==> src/rtl/refclk_power_ctrl.sv <==
module refclk_power_ctrl #(
  parameter int STALL_CYCLES = 64,
  parameter int LOCK_COLD    = 1024,
  parameter int LOCK_WARM    = 128,
  parameter int PULSE_LEN    = 4
) (
  input  logic       clk,
  input  logic       rst_n,
  input  logic [1:0] mode_sel,
  input  logic       ref_clk_in,
  output logic       pll_en,
  output logic       serio_en,
  output logic       iref_en,
  output logic       pclk_out,
  output logic [1:0] state_o,
  output logic       data_valid
);
  localparam int IW   = $clog2(STALL_CYCLES + 1);
  localparam int LMAX = (LOCK_COLD > LOCK_WARM) ? LOCK_COLD : LOCK_WARM;
  localparam int LW   = $clog2(LMAX + 1);
  localparam int PW   = $clog2(PULSE_LEN + 1);

  localparam logic [1:0] ST_OFF     = 2'd0;
  localparam logic [1:0] ST_LOCKING = 2'd1;
  localparam logic [1:0] ST_ACTIVE  = 2'd2;
  localparam logic [1:0] ST_STALLED = 2'd3;

  logic          ref_s1, ref_s2, ref_d;
  logic [IW-1:0] idle_q;
  logic [LW-1:0] lock_left;
  logic [PW-1:0] pulse_q;
  logic [1:0]    state_q;

  wire ref_edge  = ref_s2 ^ ref_d;
  wire ref_rise  = ref_s2 & ~ref_d;
  wire powered   = |mode_sel;
  wire stall_now = !ref_edge && (idle_q >= IW'(STALL_CYCLES - 1));

  always_ff @(posedge clk or negedge rst_n) begin
    if (!rst_n) begin
      ref_s1 <= 1'b0;
      ref_s2 <= 1'b0;
      ref_d  <= 1'b0;
    end else begin
      ref_s1 <= ref_clk_in;
      ref_s2 <= ref_s1;
      ref_d  <= ref_s2;
    end
  end

  always_ff @(posedge clk or negedge rst_n) begin
    if (!rst_n)
      idle_q <= '0;
    else if (ref_edge)
      idle_q <= '0;
    else if (idle_q != IW'(STALL_CYCLES))
      idle_q <= idle_q + 1'b1;
  end

  always_ff @(posedge clk or negedge rst_n) begin
    if (!rst_n) begin
      state_q   <= ST_OFF;
      lock_left <= '0;
      pulse_q   <= '0;
    end else begin
      if (pulse_q != '0)
        pulse_q <= pulse_q - 1'b1;
      if (!powered) begin
        state_q <= ST_OFF;
      end else begin
        case (state_q)
          ST_OFF:
            if (ref_edge) begin
              state_q   <= ST_LOCKING;
              lock_left <= LW'(LOCK_COLD);
              pulse_q   <= PW'(PULSE_LEN);
            end
          ST_LOCKING:
            if (stall_now)
              state_q <= ST_STALLED;
            else if (ref_rise) begin
              if (lock_left <= LW'(1))
                state_q <= ST_ACTIVE;
              else
                lock_left <= lock_left - 1'b1;
            end
          ST_ACTIVE:
            if (stall_now)
              state_q <= ST_STALLED;
          default:
            if (ref_edge) begin
              state_q   <= ST_LOCKING;
              lock_left <= LW'(LOCK_WARM);
            end
        endcase
      end
    end
  end

  assign state_o    = state_q;
  assign pll_en     = (state_q == ST_LOCKING) || (state_q == ST_ACTIVE);
  assign serio_en   = pll_en;
  assign iref_en    = (state_q != ST_OFF);
  assign data_valid = (state_q == ST_ACTIVE);
  assign pclk_out   = (pulse_q == '0);


  mode_off_chk: assert property (@(posedge clk) disable iff (!rst_n)
    !powered |=> (state_q == ST_OFF));


  active_entry_chk: assert property (@(posedge clk) disable iff (!rst_n)
    $rose(state_q == ST_ACTIVE) |-> $past(state_q == ST_LOCKING));


  stall_drop_chk: assert property (@(posedge clk) disable iff (!rst_n)
    (powered && stall_now && pll_en) |=> (state_q == ST_STALLED));


  stalled_exit_chk: assert property (@(posedge clk) disable iff (!rst_n)
    (state_q == ST_STALLED) |=> (state_q == ST_STALLED || state_q == ST_LOCKING || state_q == ST_OFF));


  pulse_origin_chk: assert property (@(posedge clk) disable iff (!rst_n)
    $fell(pclk_out) |-> $past(state_q == ST_OFF));


  lock_bound_chk: assert property (@(posedge clk) disable iff (!rst_n)
    lock_left <= LW'(LMAX));
endmodule

==> config.mk <==
export PLATFORM = sky130hd
export DESIGN_NAME = refclk_power_ctrl
export DESIGN_NICKNAME = d
export VERILOG_FILES = /design/src/rtl/refclk_power_ctrl.sv
export SDC_FILE = /design/constraint.sdc
export NUM_CORES = 1
export LEC_CHECK = 0
export ABC_AREA = 1
export BUFFER_PORTS_ARGS = -buffer_cell sky130_fd_sc_hd__buf_2
export CAP_MARGIN = 25
export CORE_MARGIN = 8
export CORE_UTILIZATION = 45
export DETAILED_ROUTE_END_ITERATION = 10
export GPL_TIMING_DRIVEN = 0
export HOLD_SLACK_MARGIN = 0.08
export RECOVER_POWER = 25
export SETUP_SLACK_MARGIN = 0.15
export SLEW_MARGIN = 20
export SYNTH_ARGS = -nofsm -noshare
export SYNTH_HDL_FRONTEND = slang
export SYNTH_SLANG_ARGS = --single-unit
==> constraint.sdc <==
create_clock -name clk -period 1.6 [get_ports clk]
set_clock_uncertainty 0.2 [all_clocks]
set_input_delay 0.32 -clock clk [delete_from_list [all_inputs] [get_ports clk]]
set_output_delay 0.32 -clock clk [all_outputs]
set_load 0.005 [all_outputs]
Word-level counts from Yosys, hierarchy flattened. Index checks and enable logic that the tools add are counted.

Flip-flop bits (word level): 26. Bits of input ports: 5. Output and inout bits: 7. Word-level logic and storage cells: 58.

$add $sub $neg: 3. Order comparisons: 2. Equal/unequal tests: 11. Mux-type cells: 19. Bitwise operators: 4. Reductions and logical operators: 12.

Operators by type and width (number): 11-bit 2-to-1 mux (5); 11-bit case mux with 3 select lines (1); 7-bit 2-to-1 mux (2); 2-bit 2-to-1 mux (6); 3-bit 2-to-1 mux (4); 11-bit by 1-bit <= comparator with 1-bit output (second input constant) (1); 11-bit by 1-bit subtractor with 11-bit output (second input constant) (1); 2-bit != test (second input constant) (4); 4-bit != test (second input constant) (2); 7-bit by 1-bit adder with 7-bit output (second input constant) (1); 7-bit by 6-bit greater-or-equal comparator with 1-bit output (second input constant) (1); 7-bit != test (second input constant) (1); 7-bit AND reduction (1); 2-bit nonzero test (3); 4-bit by 3-bit != test with 1-bit output (second input constant) (1); 2-bit case mux with 2 select lines (1); 4-bit AND reduction (1); 3-bit logical NOT (1); 3-bit by 2-bit != test with 1-bit output (second input constant) (1); 3-bit nonzero test (1); 3-bit by 1-bit subtractor with 3-bit output (second input constant) (1); 2-bit by 1-bit == test with 1-bit output (second input constant) (1); 2-bit == test (second input constant) (1); 2-bit logical NOT (1); 7 further kinds (8).

Logic depth before layout (Yosys ltp). Gate-level depths: netlist (run 1).

Depth after elaboration: 6. Mapped depth: 12. Mapped depth without buffers: 12.

Worst setup path after synthesis (run 1). OpenSTA, ideal clock, no wires.

Path type: register -> register. Start: register ref_s2. End: register lock_left[8]. Library setup time: 117 ps. Arrival: 1464 ps. Required time: 1283 ps. Slack: -181 ps. Stages on the path, launching flop included: 10. Path buffers: 2. Clock period less this slack: 1781 ps. Path through: dfrtp_1 ha_1 buf_2 inv_2 o21ai_1 a211oi_2 nand3_1 buf_6 nand2_1 nand2_1.

Cells in the longest elaborated chain, start to end: 5. Elaborated cells between the ends (all ways): 9. Those cells by class: eq/ne (3); bitwise (2); reduce/logical (4).

Ends and longest elaborated chain: start, declared (RTL line 28) `logic ref_s1, ref_s2, ref_d;`; start signal, assigned (RTL line 46) `ref_s2 <= ref_s1;`; 1-bit XOR (RTL line 34) `wire ref_edge = ref_s2 ^ ref_d;`; 1-bit logical NOT (RTL line 37) `wire stall_now = !ref_edge && (idle_q >= IW'(STALL_CYCLES - 1));`; 1-bit logical AND (RTL line 37); 2-bit != test (no line); 7-bit AND reduction (no line) *; end signal, assigned (RTL line 75) `lock_left <= LW'(LOCK_COLD);`; end signal, assigned (RTL line 85) `lock_left <= lock_left - 1'b1;`; end signal, assigned (RTL line 93) `lock_left <= LW'(LOCK_WARM);`; end, declared (RTL line 30) `logic [LW-1:0] lock_left;`.

Every way passes the cells marked *; elsewhere a longest branch is shown, timed or not. A chain may end at the register's enable or synchronous reset.

Worst setup path after layout (run 1).
Start: register ref_d. End: register lock_left[10].

Cells in the longest elaborated chain, start to end: 5. Elaborated cells between the ends (all ways): 10. Those cells by class: eq/ne (3); bitwise (3); reduce/logical (4).

Ends and longest elaborated chain: start, declared (RTL line 28); start signal, assigned (RTL line 47) `ref_d <= ref_s2;`; 1-bit XOR (RTL line 34); 1-bit logical NOT (RTL line 37); 1-bit logical AND (RTL line 37); 2-bit != test (no line); 7-bit AND reduction (no line) *.

Marked as above.

==> metrics.txt, run 1 <==
status=complete, but fails checks; failing checks=negative setup slack; nets=280; clk root buf=clkbuf_4; Synth Area in XOR/XNOR=1.08%; top cells by area, synth=dfrtp_1 (40%), nand2_1 (14%), ha_1 (8.5%), nand3_1 (6.5%), nor2_1 (6.3%); Comb pwr share=68.1%; Final Util=69.5%; CP Capture Type=flip-flop; compound-cell area share of the yosys netlist=8.67%; post-route cell area=0.00236 mm2; wire length of the first global-routing pass=6620 um; crit path DAT=1.99 ns; die height=75.9 um; share of cells above drive strength 1=40.5%; CTS tree=yes; Clock Sinks=26; synthesized flop and latch total=26; setup ws final=-0.320 ns; Tightest Hold Check Type=flip-flop to flip-flop; placed cell area=0.00176 mm2; H-tree depth=1; Pwr Total=4.24 mW; Die X=75.9 um; 1st-iter DRT viols=76; Mapped Cells=219; vias=1,553; critical path peak fanout=7; # port buffers=11; clock network fraction of total power=6.7%; share of synthesized registers carrying an async set or reset=100%; DP Worst Slack=-0.303 ns; Sw Pwr=1.86 mW; area delta synth->final=45.7%; main combinational cell family by area after synthesis=simple AND/OR/NAND/NOR gates; Core Box Area=0.00339 mm2; cts bufs inserted=3; crit-path cells=inv_2, ha_4, buf_6, inv_4, o21ai_4, a211oi_2, and2_4, clkbuf_16, nand3_2, nand2_1; Post-Synth Adder-Cell Area=8.51%; CP Class=flip-flop to flip-flop; largest net degree at the start of global routing=27; achievable clock frequency=521 MHz; Mean Syn Cell Area=7.38 um2; fin crit period=1.92 ns; Layout Cells excl Fill=308; placed cells=276; clock-pin slew on the worst setup and hold paths=0.13 ns; post-synthesis sequential area ratio=40.2%; Pwr Density=1800 mW/mm2; Starting Density=47.7%; TNS Setup=-4.70 ns; routed len/inst=13.3 um; post-route ant nets=0; post-synthesis mux area share=0%; switching share of total power=43.9%; Critical Path RT=1.67 ns; MaxCap Viol Count=0; Worst Hold Slack=0.179 ns; Critical-path top delay cell=dfrtp_1; top_reg_cell synth=dfrtp_1; Int Power=2.38 mW; final hold violation count=0; drt first pass iters=4; Die ar.=0.00577 mm2; mapped cell area=0.00162 mm2; final worst-path cycle share=120%; peak supply drop=1.52 mV; top cell type's share of synthesized area=40.2%; Crit path largest cell delay=0.40 ns; Final setup viols=22; initial antenna violation count=0; total track usage=13.5%; Distinct cells, synth=29; drc violations=0; Clock Tree Buf Depth=2; diode count=0; leakage=1.13 nW; Synth Area in Simple Gates=32.2%; CP bufs+invs=4; Slew Limit Headroom=54.3%; GRT overflow=0; delay-heaviest family, CP=buffers and inverters; vias in the first global route=1,528; FP Rows=21; Reg power frac=25.3%; startpoint types=flip-flop; via/cell ratio=5.04; routability cong.=0.793; DP Wirelength=2430 um; Synth warnings=0; largest area contributor in the netlist=dfrtp_1; EDFF count, synth=0; Worst-Skew Late Latency=0.32 ns; Routed Wire Length=4080 um; Synth Net Count=235; fin. max-slew vios=0; I/O pins=12; unrepaired setup endpoints after global routing=yes; worst-margin pin slew=0.686 ns
-- power groups by stage --
stage          Combinational [mW]  Sequential (mW)  Clock (mW)
3_5_place_dp                 1.76             1.04           0
3_3_place_gp                 1.72             1.03           0
5_1_grt                      3.18             1.10       0.322
4_1_cts                      2.38             1.04       0.294
6_report                     2.88             1.07       0.282
2_1_floorplan                1.36             1.00           0
-- per-layer routing --
layer	vias up	global-route usage [%]	wire, um
met3	6	3.77	214
met5	-	0	0
li1	785	-	-
met4	0	3.14	61
met1	730	15.2	1790
met2	32	24.3	2020
-- cell usage in the layout, fill, tap and decap left out, drive strengths merged --
master,n
a211oi,2
a21oi,12
and2,1
buf,42
clkbuf,5
clkinv,1
dfrtp,26
dlygate4sd3,2
ha,11
inv,27
nand2,60
nand3,21
nand3b,1
nand4,3
nor2,29
nor3,4
nor3b,1
o21a,1
o21ai,9
o21bai,1
or2,1
xor2,2
-- layout make-up --
cell class,count,area (um2)
Multi-Input combinational cell,159,1060
Buffer,6,75.1
Fill cell,258,1030
Clock buffer,3,22.5
Tap cell,46,57.6
Inverter,28,120
Sequential cell,26,653
Timing Repair Buffer,40,369
-- final timing paths --
kind	cells past startpoint	startpoint	slack, ns	end
worst max-delay path	10	ref_d	-0.32	lock_left[10]
worst min-delay path	0	ref_s1	0.18	ref_s2
worst max register to register	10	ref_d	-0.32	lock_left[10]
worst min register to register	0	ref_s1	0.18	ref_s2
min in group asynchronous	2	rst_n	0.34	lock_left[3]
max in group asynchronous	2	rst_n	0.38	state_o[0]
-- cells by family (layout without fill, tap and decap cells) --
kind of cell / Yosys count / in the layout
flops: 26 / 26
compound gates: 25 / 25
fa+ha+maj: 11 / 11
simple gates: 121 / 121
buf+inv: 34 / 77
xor+xnor: 2 / 2
-- sequential cells by signal, summed over array words and instances, names as in the netlist --
register,flops
ref_d,1
pulse_q,3
ref_s1,1
idle_q,7
state_o,2
lock_left,11
ref_s2,1
-- timing repair --
| action | in CTS | in global routing |
|---|---|---|
| pin swaps | 21 | 23 |
| hold endpoints to repair | 27 | 0 |
| gates resized for setup | 50 | 39 |
| gates cloned | 1 | 1 |
| buffers inserted | 15 | 10 |
| hold buffers | 2 | 0 |
| setup endpoints to repair | 24 | 29 |
-- Yosys cell counts, types with 2 or more instances --
master / n
nand2_1: 59
nor2_1: 27
dfrtp_1: 26
inv_1: 26
nand3_1: 21
a21oi_1: 12
ha_1: 11
o21ai_0: 8
nor3_1: 4
nand4_1: 3
buf_2: 2
buf_6: 2
xor2_1: 2
No activity file was read; power rests on OpenSTA's default activity.
==> run 2, diff against run 1 <==
MAX_ROUTING_LAYER = met4   (was unset)
REMOVE_ABC_BUFFERS = 1   (was unset)
SKIP_LAST_GASP = 1   (was unset)
==> run 2 against run 1 <==
- the flow still finishes with violations (negative setup slack)
- critical endpoint is now lock_left[5]
- via count is 6.8% higher
- cell count is 1.6% higher
- design area is 3.4% higher
- clock power is 63% higher
- critical path type unchanged
- setup slack better by 0.097 ns
- power is 6.3% higher
- first-iteration DRC count is 20% higher
- wire length is 12% higher
- utilization is 2.4 points higher
==> metrics.txt, run 2 (same netlist as run 1, synthesis figures left out) <==
R2R depth=9; fin. max-slew vios=0; R2R Setup Slk=-0.22 ns; routability cong.=0.861; leakage=1.17 nW; 1st-iter DRT viols=91; critical path peak fanout=6; area delta synth->final=50.7%; drc violations=0; peak supply drop=1.35 mV; Die X=75.9 um; wire length of the first global-routing pass=6850 um; via/cell ratio=5.30; Final setup viols=22; I/O pins=12; CP Capture Type=flip-flop; Routed Wire Length=4560 um; CP Class=flip-flop to flip-flop; reg2reg start=idle_q[0]; clock-pin slew on the worst setup and hold paths=0.15 ns; crit path DAT=1.86 ns; Starting Density=47.7%; FF-to-FF End=lock_left[5]; CP endpoint=lock_left[5]; post-route ant nets=0; vias in the first global route=1,525; initial antenna violation count=0; Critical Path RT=1.64 ns; most frequent cells in the layout=nand2_1 (53), nor2_1 (24), buf_4 (24), dfrtp_1 (22), buf_6 (17); CP startpoint=idle_q[0]; total track usage=14.2%; unrepaired setup endpoints after global routing=yes; Die ar.=0.00577 mm2; setup ws final=-0.223 ns; Reg with most FFs=lock_left; FP Rows=21; Pwr Density=1850 mW/mm2; Clock Sinks=26; H-tree depth=1; vias=1,659; routed len/inst=14.6 um; DP Wirelength=2300 um; post-route cell area=0.00244 mm2; failing checks=negative setup slack; clk root buf=clkbuf_4; final worst-path cycle share=114%; # port buffers=11; GRT overflow=0; final hold violation count=0; most common cell after layout, fill and taps aside=nand2_1; MaxCap Viol Count=0; Core Box Area=0.00339 mm2; Final Util=71.9%; Worst-Skew Late Latency=0.33 ns; Slew Limit Headroom=55.7%; die height=75.9 um; worst-margin pin slew=0.664 ns; Pwr Total=4.50 mW; share of cells above drive strength 1=41.6%; Tightest Hold Check Type=flip-flop to flip-flop; drt first pass iters=4; CTS tree=yes; placed cell area=0.00168 mm2; achievable clock frequency=549 MHz; largest net degree at the start of global routing=27; biggest regs=lock_left: 11 flops, idle_q: 7 flops, pulse_q: 3 flops; status=complete, but fails checks; nets=284; diode count=0; fin crit period=1.82 ns; cts bufs inserted=3; startpoint types=flip-flop; Largest register FFs=11; Clock Tree Buf Depth=2
run 2: metrics by stage:
step	TNS (ns)	std cells	hold WS [ns]	setup WS [ns]
2_1_floorplan	-2.55	213	-0.176	-0.229
3_3_place_gp	-6.92	270	0.143	-0.577
3_5_place_dp	-7.34	270	0.141	-0.620
4_1_cts	-2.65	298	0.181	-0.173
5_1_grt	-5.51	313	0.192	-0.315
6_report	-3.70	313	0.175	-0.223
run 2: worst max-delay path: stages, from the launching register on:
cell and delay [ns]:
dfrtp_1 0.44, ha_4 0.17, nand3_2 0.07, o21bai_1 0.21, nand2_1 0.11, nand2_2 0.11
nand2_4 0.09, and2_4 0.21, nand3_1 0.07, nand2_1 0.05
run 2: routing by layer:
metal	wire [um]	GRT usage [%]	vias to the layer above
met5	0	-	-
met3	207	1.53	16
li1	-	-	797
met4	133	5.10	0
met1	2070	18.1	792
met2	2150	22.8	54
run 2: repair_timing:
item                                   in CTS  in global routing
setup endpoints to repair                  24                 29
hold buffers                                2                  0
resized for setup                          61                 40
cloned                                      2                  0
pin swaps                                  16                 24
endpoints found under the hold margin      27                  0
setup buffers                              20                 15
run 2: worst min path at each step:
stage	start	endpoint	slack (ns)	cells after the start
2_1_floorplan	rst_n	idle_q[0]	-0.18	0
3_3_place_gp	ref_s1	ref_s2	0.14	0
3_5_place_dp	ref_s1	ref_s2	0.14	0
4_1_cts	ref_s1	ref_s2	0.18	0
5_1_grt	ref_s1	ref_s2	0.19	0
6_report	ref_s1	ref_s2	0.17	0
run 2: report_power, final:
part / switching [mW] / internal, mW
Sequential: 0.229 / 0.847
Clock: 0.206 / 0.253
Combinational: 1.55 / 1.42
Total: 1.99 / 2.52
run 2: final cells by class:
cell class | instances | area [um2]
multi-input combinational | 161 | 1120
clock buffer | 3 | 22.5
timing repair buffer | 48 | 432
sequential | 26 | 656
inverter | 28 | 123
tap | 46 | 57.6
fill | 223 | 953
clock inverter | 1 | 30.0
